$ cat src/rtl/ptr_ilk_pkg.sv
package ptr_ilk_pkg;
  // pointer source select for the AC stage
  typedef enum logic [1:0] {
    FWD_RF = 2'd0,
    FWD_M2 = 2'd1,
    FWD_EX = 2'd2,
    FWD_WB = 2'd3
  } fwd_sel_e;

  // stages past the hazard window that can forward (M2, EX, WB)
  localparam int unsigned FWD_STAGES = 3;
endpackage

$ cat src/rtl/ptr_ilk_track.sv
module ptr_ilk_track #(
  parameter int unsigned PTR_W   = 3,
  parameter int unsigned N_STAGE = 6
) (
  input  logic                              clk_i,
  input  logic                              rst_ni,
  input  logic                              flush_i,
  input  logic                              ins_vld_i,
  input  logic                              ins_ld_i,
  input  logic [PTR_W-1:0]                  ins_dst_i,
  output logic [N_STAGE-1:0]                vld_o,
  output logic [N_STAGE-1:0]                ld_o,
  output logic [N_STAGE-1:0][PTR_W-1:0]     dst_o
);

  logic [N_STAGE-1:0]            vld_q, ld_q;
  logic [N_STAGE-1:0][PTR_W-1:0] dst_q;

  // stage 0 = AC, last = WB
  for (genvar s = 0; s < N_STAGE; s++) begin : g_stage
    logic             vld_in, ld_in;
    logic [PTR_W-1:0] dst_in;

    if (s == 0) begin : g_head
      assign vld_in = ins_vld_i;
      assign ld_in  = ins_vld_i & ins_ld_i;
      assign dst_in = ins_dst_i;
    end else begin : g_body
      assign vld_in = vld_q[s-1];
      assign ld_in  = ld_q[s-1];
      assign dst_in = dst_q[s-1];
    end

    always_ff @(posedge clk_i or negedge rst_ni) begin
      if (!rst_ni) begin
        vld_q[s] <= 1'b0;
        ld_q[s]  <= 1'b0;
        dst_q[s] <= '0;
      end else if (flush_i) begin
        vld_q[s] <= 1'b0;
        ld_q[s]  <= 1'b0;
      end else begin
        vld_q[s] <= vld_in;
        ld_q[s]  <= ld_in;
        dst_q[s] <= dst_in;
      end
    end
  end

  assign vld_o = vld_q;
  assign ld_o  = ld_q;
  assign dst_o = dst_q;

endmodule

$ cat src/rtl/ptr_ilk_match.sv
module ptr_ilk_match #(
  parameter int unsigned PTR_W   = 3,
  parameter int unsigned N_STAGE = 6
) (
  input  logic [N_STAGE-1:0]            vld_i,
  input  logic [N_STAGE-1:0]            ld_i,
  input  logic [N_STAGE-1:0][PTR_W-1:0] dst_i,
  input  logic [PTR_W-1:0]              src_i,
  output logic [N_STAGE-1:0]            hit_o
);

  for (genvar s = 0; s < N_STAGE; s++) begin : g_cmp
    assign hit_o[s] = vld_i[s] & ld_i[s] & (dst_i[s] == src_i);
  end

endmodule

$ cat src/rtl/ptr_ilk_prio.sv
module ptr_ilk_prio
  import ptr_ilk_pkg::*;
#(
  parameter int unsigned STALL_STAGES = 3,
  parameter int unsigned N_STAGE      = STALL_STAGES + FWD_STAGES
) (
  input  logic [N_STAGE-1:0] hit_i,
  output logic               haz_o,
  output fwd_sel_e           fwd_o
);

  // youngest (lowest index) hit wins
  always_comb begin
    logic found;
    found = 1'b0;
    haz_o = 1'b0;
    fwd_o = FWD_RF;
    for (int k = 0; k < N_STAGE; k++) begin
      if (!found && hit_i[k]) begin
        found = 1'b1;
        if (k < STALL_STAGES) haz_o = 1'b1;
        else                  fwd_o = fwd_sel_e'(2'(k - STALL_STAGES + 1));
      end
    end
  end

endmodule

$ cat src/rtl/ptr_interlock.sv
module ptr_interlock
  import ptr_ilk_pkg::*;
#(
  parameter int unsigned PTR_W        = 3,
  parameter int unsigned STALL_STAGES = 3
) (
  input  logic             clk_i,
  input  logic             rst_ni,
  input  logic             flush_i,
  input  logic             id_valid_i,
  input  logic             id_src_use_i,
  input  logic [PTR_W-1:0] id_src_idx_i,
  input  logic             id_ld_ptr_i,
  input  logic [PTR_W-1:0] id_dst_idx_i,
  output logic             stall_o,
  output logic             bubble_o,
  output logic [1:0]       fwd_sel_o,
  output logic             ac_valid_o
);

  localparam int unsigned N_STAGE = STALL_STAGES + FWD_STAGES;

  logic [N_STAGE-1:0]            vld, ld, hit;
  logic [N_STAGE-1:0][PTR_W-1:0] dst;
  logic                          haz, use_ptr, stall, advance;
  fwd_sel_e                      fwd;

  assign use_ptr = id_valid_i & id_src_use_i & ~flush_i;
  assign stall   = use_ptr & haz;
  assign advance = id_valid_i & ~stall;

  ptr_ilk_track #(.PTR_W(PTR_W), .N_STAGE(N_STAGE)) u_track (
    .clk_i     (clk_i),
    .rst_ni    (rst_ni),
    .flush_i   (flush_i),
    .ins_vld_i (advance),
    .ins_ld_i  (id_ld_ptr_i),
    .ins_dst_i (id_dst_idx_i),
    .vld_o     (vld),
    .ld_o      (ld),
    .dst_o     (dst)
  );

  ptr_ilk_match #(.PTR_W(PTR_W), .N_STAGE(N_STAGE)) u_match (
    .vld_i (vld),
    .ld_i  (ld),
    .dst_i (dst),
    .src_i (id_src_idx_i),
    .hit_o (hit)
  );

  ptr_ilk_prio #(.STALL_STAGES(STALL_STAGES), .N_STAGE(N_STAGE)) u_prio (
    .hit_i (hit),
    .haz_o (haz),
    .fwd_o (fwd)
  );

  assign stall_o    = stall;
  assign bubble_o   = stall;
  assign fwd_sel_o  = (use_ptr && !haz) ? fwd : FWD_RF;
  assign ac_valid_o = vld[0];

endmodule

$ cat config.mk
export PLATFORM = sky130hd
export DESIGN_NAME = ptr_interlock
export DESIGN_NICKNAME = d
export VERILOG_FILES = /design/src/rtl/ptr_ilk_pkg.sv /design/src/rtl/ptr_ilk_track.sv /design/src/rtl/ptr_ilk_match.sv /design/src/rtl/ptr_ilk_prio.sv /design/src/rtl/ptr_interlock.sv
export SDC_FILE = /design/constraint.sdc
export NUM_CORES = 1
export LEC_CHECK = 0
export ABC_AREA = 1
export BUFFER_PORTS_ARGS = -buffer_cell sky130_fd_sc_hd__buf_2
export CAP_MARGIN = 15
export CORE_MARGIN = 5
export CORE_UTILIZATION = 55
export DETAILED_ROUTE_END_ITERATION = 10
export PLACE_DENSITY = 0.79
export SLEW_MARGIN = 15
export SYNTH_ARGS = -nofsm -noshare
export SYNTH_HDL_FRONTEND = slang
export SYNTH_SLANG_ARGS = --single-unit
$ cat constraint.sdc
create_clock -name clk_i -period 2.3 [get_ports clk_i]
set_input_delay 0.23 -clock clk_i [delete_from_list [all_inputs] [get_ports clk_i]]
set_output_delay 0.23 -clock clk_i [all_outputs]
set_load 0.01 [all_outputs]
=== Word-level counts from Yosys, hierarchy flattened ===
Cells that the tools add are included.

* Input port bits: 12
* Flip-flop bits (word level): 30

* Equality and inequality tests: 6
* Multiplexer cells: 21
* Reductions and logical operators: 11
* Bitwise operators: 19

{| class="wikitable"
|+ Operator list
! cell !! count
|-
| 3-bit equality test || 6
|-
| 1-bit two-way mux || 18
|-
| 1-bit bitwise AND || 17
|-
| 1-bit logical AND || 6
|-
| 2-bit two-way mux || 3
|-
| 1-bit logical NOT || 5
|-
| 1-bit NOT || 2
|}

=== Depth between registers and ports, before layout ===
* Depth in word-level cells: 19
* Mapped depth: 10
* Mapped depth without buffers: 9

=== Cells and area by module ===
A second synthesis with hierarchy kept.

* Cells, all modules: 231
* Area, all modules: 1,599.0 sq um

{| class="wikitable"
|+ By module, submodules not included
! module !! cells each !! area each (sq um) !! times used
|-
| ptr_ilk_track || 123 || 1,144.8 || 1
|-
| ptr_ilk_match || 87 || 357.8 || 1
|-
| ptr_interlock || 13 || 56.3 || 1
|-
| ptr_ilk_prio || 8 || 40.0 || 1
|}

=== Worst setup path before layout ===
No wires, ideal clock.

* Path kind: input-to-output
* From: in id_src_idx_i[2]
* To: out fwd_sel_o[1]
* Path slack: 1.022 ns
* Arrival time: 1.048 ns
* Cell stages on the path: 6
* Cells stage by stage: buf_2 xor2_1 or2_0 o21ai_1 nand2_1 nor2_1

* Word-level cells in the longest chain between the ends: 19
* Elaborated cells between the ends (all ways): 31
* Classes of those cells: 6 x eq/ne; 8 x mux; 6 x bitwise; 11 x reduce/logical

{| class="wikitable"
|+ Ends and longest elaborated chain
! what !! line !! RTL
|-
| start: declaration || ptr_interlock.sv:12 || <nowiki>input logic [PTR_W-1:0] id_src_idx_i,</nowiki>
|-
| 3-bit equality test || ptr_ilk_match.sv:13 || <nowiki>assign hit_o[s] = vld_i[s] & ld_i[s] & (dst_i[s] == src_i);</nowiki>
|-
| 1-bit bitwise AND || ptr_ilk_match.sv:13 ||
|-
| 1-bit two-way mux || ptr_ilk_prio.sv:19 || <nowiki>if (!found && hit_i[k]) begin</nowiki>
|-
| 1-bit logical NOT || ptr_ilk_prio.sv:19 ||
|-
| 1-bit logical AND || ptr_ilk_prio.sv:19 ||
|-
| 1-bit two-way mux || ptr_ilk_prio.sv:19 ||
|-
| 1-bit logical NOT || ptr_ilk_prio.sv:19 ||
|-
| 1-bit logical AND || ptr_ilk_prio.sv:19 ||
|-
| [... 3 more ...] || n/a ||
|-
| 1-bit two-way mux || ptr_ilk_prio.sv:19 ||
|-
| 1-bit logical NOT || ptr_ilk_prio.sv:19 ||
|-
| 1-bit logical AND || ptr_ilk_prio.sv:19 ||
|-
| 1-bit two-way mux || ptr_ilk_prio.sv:19 ||
|-
| 1-bit logical NOT || ptr_ilk_prio.sv:19 ||
|-
| 1-bit logical AND || ptr_ilk_prio.sv:19 ||
|-
| 2-bit two-way mux || ptr_ilk_prio.sv:19 ||
|-
| 2-bit two-way mux (*) || ptr_interlock.sv:60 || <nowiki>assign fwd_sel_o = (use_ptr && !haz) ? fwd : FWD_RF;</nowiki>
|-
| end: declaration || ptr_interlock.sv:17 || <nowiki>output logic [1:0] fwd_sel_o,</nowiki>
|}

Mark *: on every way between the ends. The rest lies on a longest branch, timed or not.

=== Worst setup path in the final report ===
* From: reg u_track.dst_q (netlist bit u_track.dst_o[17])
* To: out fwd_sel_o[1]

* Word-level cells in the longest chain between the ends: 5

{| class="wikitable"
|+ Ends and longest elaborated chain
! what !! line !! RTL
|-
| start: declaration || ptr_ilk_track.sv:17 || <nowiki>logic [N_STAGE-1:0][PTR_W-1:0] dst_q;</nowiki>
|-
| start signal: indexed assignment || ptr_ilk_track.sv:45 || <nowiki>dst_q[s] <= dst_in;</nowiki>
|-
| 3-bit equality test || ptr_ilk_match.sv:13 ||
|-
| 1-bit bitwise AND || ptr_ilk_match.sv:13 ||
|-
| 1-bit logical AND || ptr_ilk_prio.sv:19 ||
|-
| 2-bit two-way mux || ptr_ilk_prio.sv:19 ||
|-
| 2-bit two-way mux || ptr_interlock.sv:60 ||
|}

Every way passes these cells.

==> impl_metrics.ini <==
[logic_synthesis]
ys_seq_area_share_pct = 51.1
yosysTopAreaCell = dfrtp_1
synthAdderAreaFrac_pct = 0
synthCells = 201
synthMuxAreaShare_pct = 0
ys.warnings.count = 0
synth_top_family_by_area = simple AND/OR/NAND/NOR gates
syn-cell-area_mm2 = 0.00147
synth.distinct_cells = 22
ys_top_cells_by_area = dfrtp_1 51%, nand2_1 16%, nor2_1 8.2%, inv_1 7.9%, o21ai_0 3.7%
synth-simple-area-share_pct = 29.1
synth_xor_area_share_pct = 0.596
syn_avg_cell_area_um2 = 7.31
synth_nets = 213
synth-seq-cells = 30
synth_top_area_share_pct = 51.1
synth-compound-area-share_pct = 7.41

[global_route]
grt.met1_usage_pct = 20.9
grt_pass1_vias = 1117
grt_usage_pct = 16.8
grt_max_degree = 48
grtUsageMet2_pct = 26.2
global_route.overflow_total = 0
grt_pass1_wl_um = 4530
antenna_found_initial = 0
busiest_layer = met2
met3_usage_pct = 6.29

[floorplan]
dieHeight_um = 61.7
fp.dieArea_mm2 = 0.00380
start_util_pct = 58.2
fp.dieW_um = 61.7
core_mm2 = 0.00252
num_io_pins = 17
std_cell_rows = 18

[sta]
rsz0062_at_grt = false
layout_min_cycle_time_ns = 1.77
drv_slew = 0
setup-violations-final = 0
hold_viol = 0
max_freq_mhz = 565
worstMarginPinSlew_ns = 0.637
period_share_pct = 77.0
fin_skew_ns = 0.00820
slew_headroom_pct = 57.5
tns_ns = 0

[critical_path]
cp_top_family = flip-flops
crit_path_max_fanout = 2
slowest_delay_ns = 0.40
cp.required_ns = 2.07
worstPathArrival_ns = 1.54
crit_slowest_cell = dfrtp_1
setup.worst_path.class = reg -> out
path_cells = xor2_1 -> or2_0 -> o21ai_1 -> nand2_1 -> nor2_1 -> buf_2
cp-start-kind = flop
end_kind = output port
critPathBufInv = 1

[drt]
firstDrtPassIters = 4
wirelength_um = 2650
vias = 1190
route.detailed.drc = 0
drtIter0Drc = 48
wl_per_cell_um = 10.6
ant_nets = 0
vias_per_cell = 4.78

[cts]
clkTransAtPathRegs_ns = 0.10
clock_latency_ns = 0.33
cts_tree = yes
cts_root_buf = clkbuf_4
cts.sinks = 30
htree_levels = 2
max-clock-path-buffers = 2
cts-buffers-inserted = 5

[layout]
diodes = 0
area_delta_synth_final_pct = 14.2
drive_above_1_share_pct = 14.6
final_cell_mix = 63 x nand2_1, 32 x nor2_1, 31 x inv_1
final_common_cell = nand2_1
nNetsFinal = 230

[min_path]
min_path_type = in -> reg

[power_and_ir_drop]
vdd_drop_max_v = 0.000803
fin_total_pwr_uw = 1300
p_per_area_mw_per_mm2 = 778
leakagePower_uw = 0.000911

[placement]
port_buffers = 16
dp_hpwl_um = 1970
gp_congestion = 0.800

[run]
maxCapViolCount = 0

[outcome]
status = completed
[worst register-to-register path, delay by kind of cell, from the launching register on]
kind / cells / cell delay, ns
AND/OR/NAND/NOR: 8 / 0.54
flip-flops: 1 / 0.39
buffers and inverters: 1 / 0.10
[cell families (layout without fill, tap and decap cells)]
family | after synthesis | after routing
flops | 30 | 30
compound gates | 21 | 21
simple gates | 105 | 105
buf+inv | 44 | 62
xor+xnor | 1 | 1
[area by class of cell]
cell class | count | area (um^2)
clock buffer | 6 | 51.3
clock inverter | 2 | 60.1
fill | 231 | 845
inverter | 36 | 135
multi-input combinational | 127 | 546
sequential | 30 | 751
tap | 30 | 37.5
timing repair buffer | 18 | 97.6
[layer usage]
layer	wire [um]	vias up
met1	1230	528
met3	152	8
li1	-	631
met5	0	-
met2	1210	23
met4	61	0
[stage by stage]
stage	hold WS (ns)	worst slack (ns)	instances	utilization [%]	area, um^2
detailed placement	0.295	0.821	240	61.7	1560
CTS	0.0964	0.521	249	66.5	1680
global route	0.0957	0.395	249	66.5	1680
floorplan	-0.0656	1.02	201	-	1470
finish	0.0971	0.530	249	66.5	1680
global placement	0.284	0.926	240	61.7	1560
[report_power, final]
part,internal (uW),switching [uW],total (uW)
Clock,368,183,552
Combinational,52.8,98.2,151
Sequential,571,30.8,602
Total,992,312,1300
[sequential cells by signal, indices dropped and copies added, names as in the netlist]
| name | flops |
|---|---|
| u_track.g_stage.dst_in | 15 |
| u_track.g_stage.ld_in | 5 |
| u_track.ld_o | 1 |
| u_track.vld_o | 1 |
| u_track.dst_o | 3 |
| u_track.g_stage.vld_in | 5 |
[repair_timing]
action,CTS,global route
gates resized for setup,0,0
hold endpoints to repair,30,0
endpoints found under the setup margin,0,0
buffers inserted,0,0
hold buffers,1,0
[synthesized netlist by cell type]
cell type	n
nand2_1	63
nor2_1	32
inv_1	31
dfrtp_1	30
o21ai_0	11
a21oi_1	5
inv_2	4
o21ai_1	4
buf_1	3
buf_2	3
nor3_1	3
nand3_1	2
buf_4	1
clkbuf_1	1
clkinv_1	1
nand2_2	1
nand3_2	1
nand3_4	1
nand4_1	1
o2111ai_1	1
or2_0	1
xor2_1	1
[worst paths after layout]
check                                             startpoint                      endpoint  slack [ns]  depth (start not counted)
worst max-delay path                       u_track.dst_o[17]                  fwd_sel_o[1]        0.53                          6
worst min-delay path                             id_ld_ptr_i      u_track.g_stage[1].ld_in         0.1                          3
worst max register to register  u_track.g_stage[1].dst_in[0]      u_track.g_stage[1].ld_in        1.21                          9
worst min register to register  u_track.g_stage[2].dst_in[0]  u_track.g_stage[2].dst_in[0]        0.49                          2
max in group asynchronous                             rst_ni  u_track.g_stage[3].dst_in[2]        1.44                          2
min in group asynchronous                             rst_ni               u_track.ld_o[5]        0.44                          2
Power figures use the tool's default switching activity.
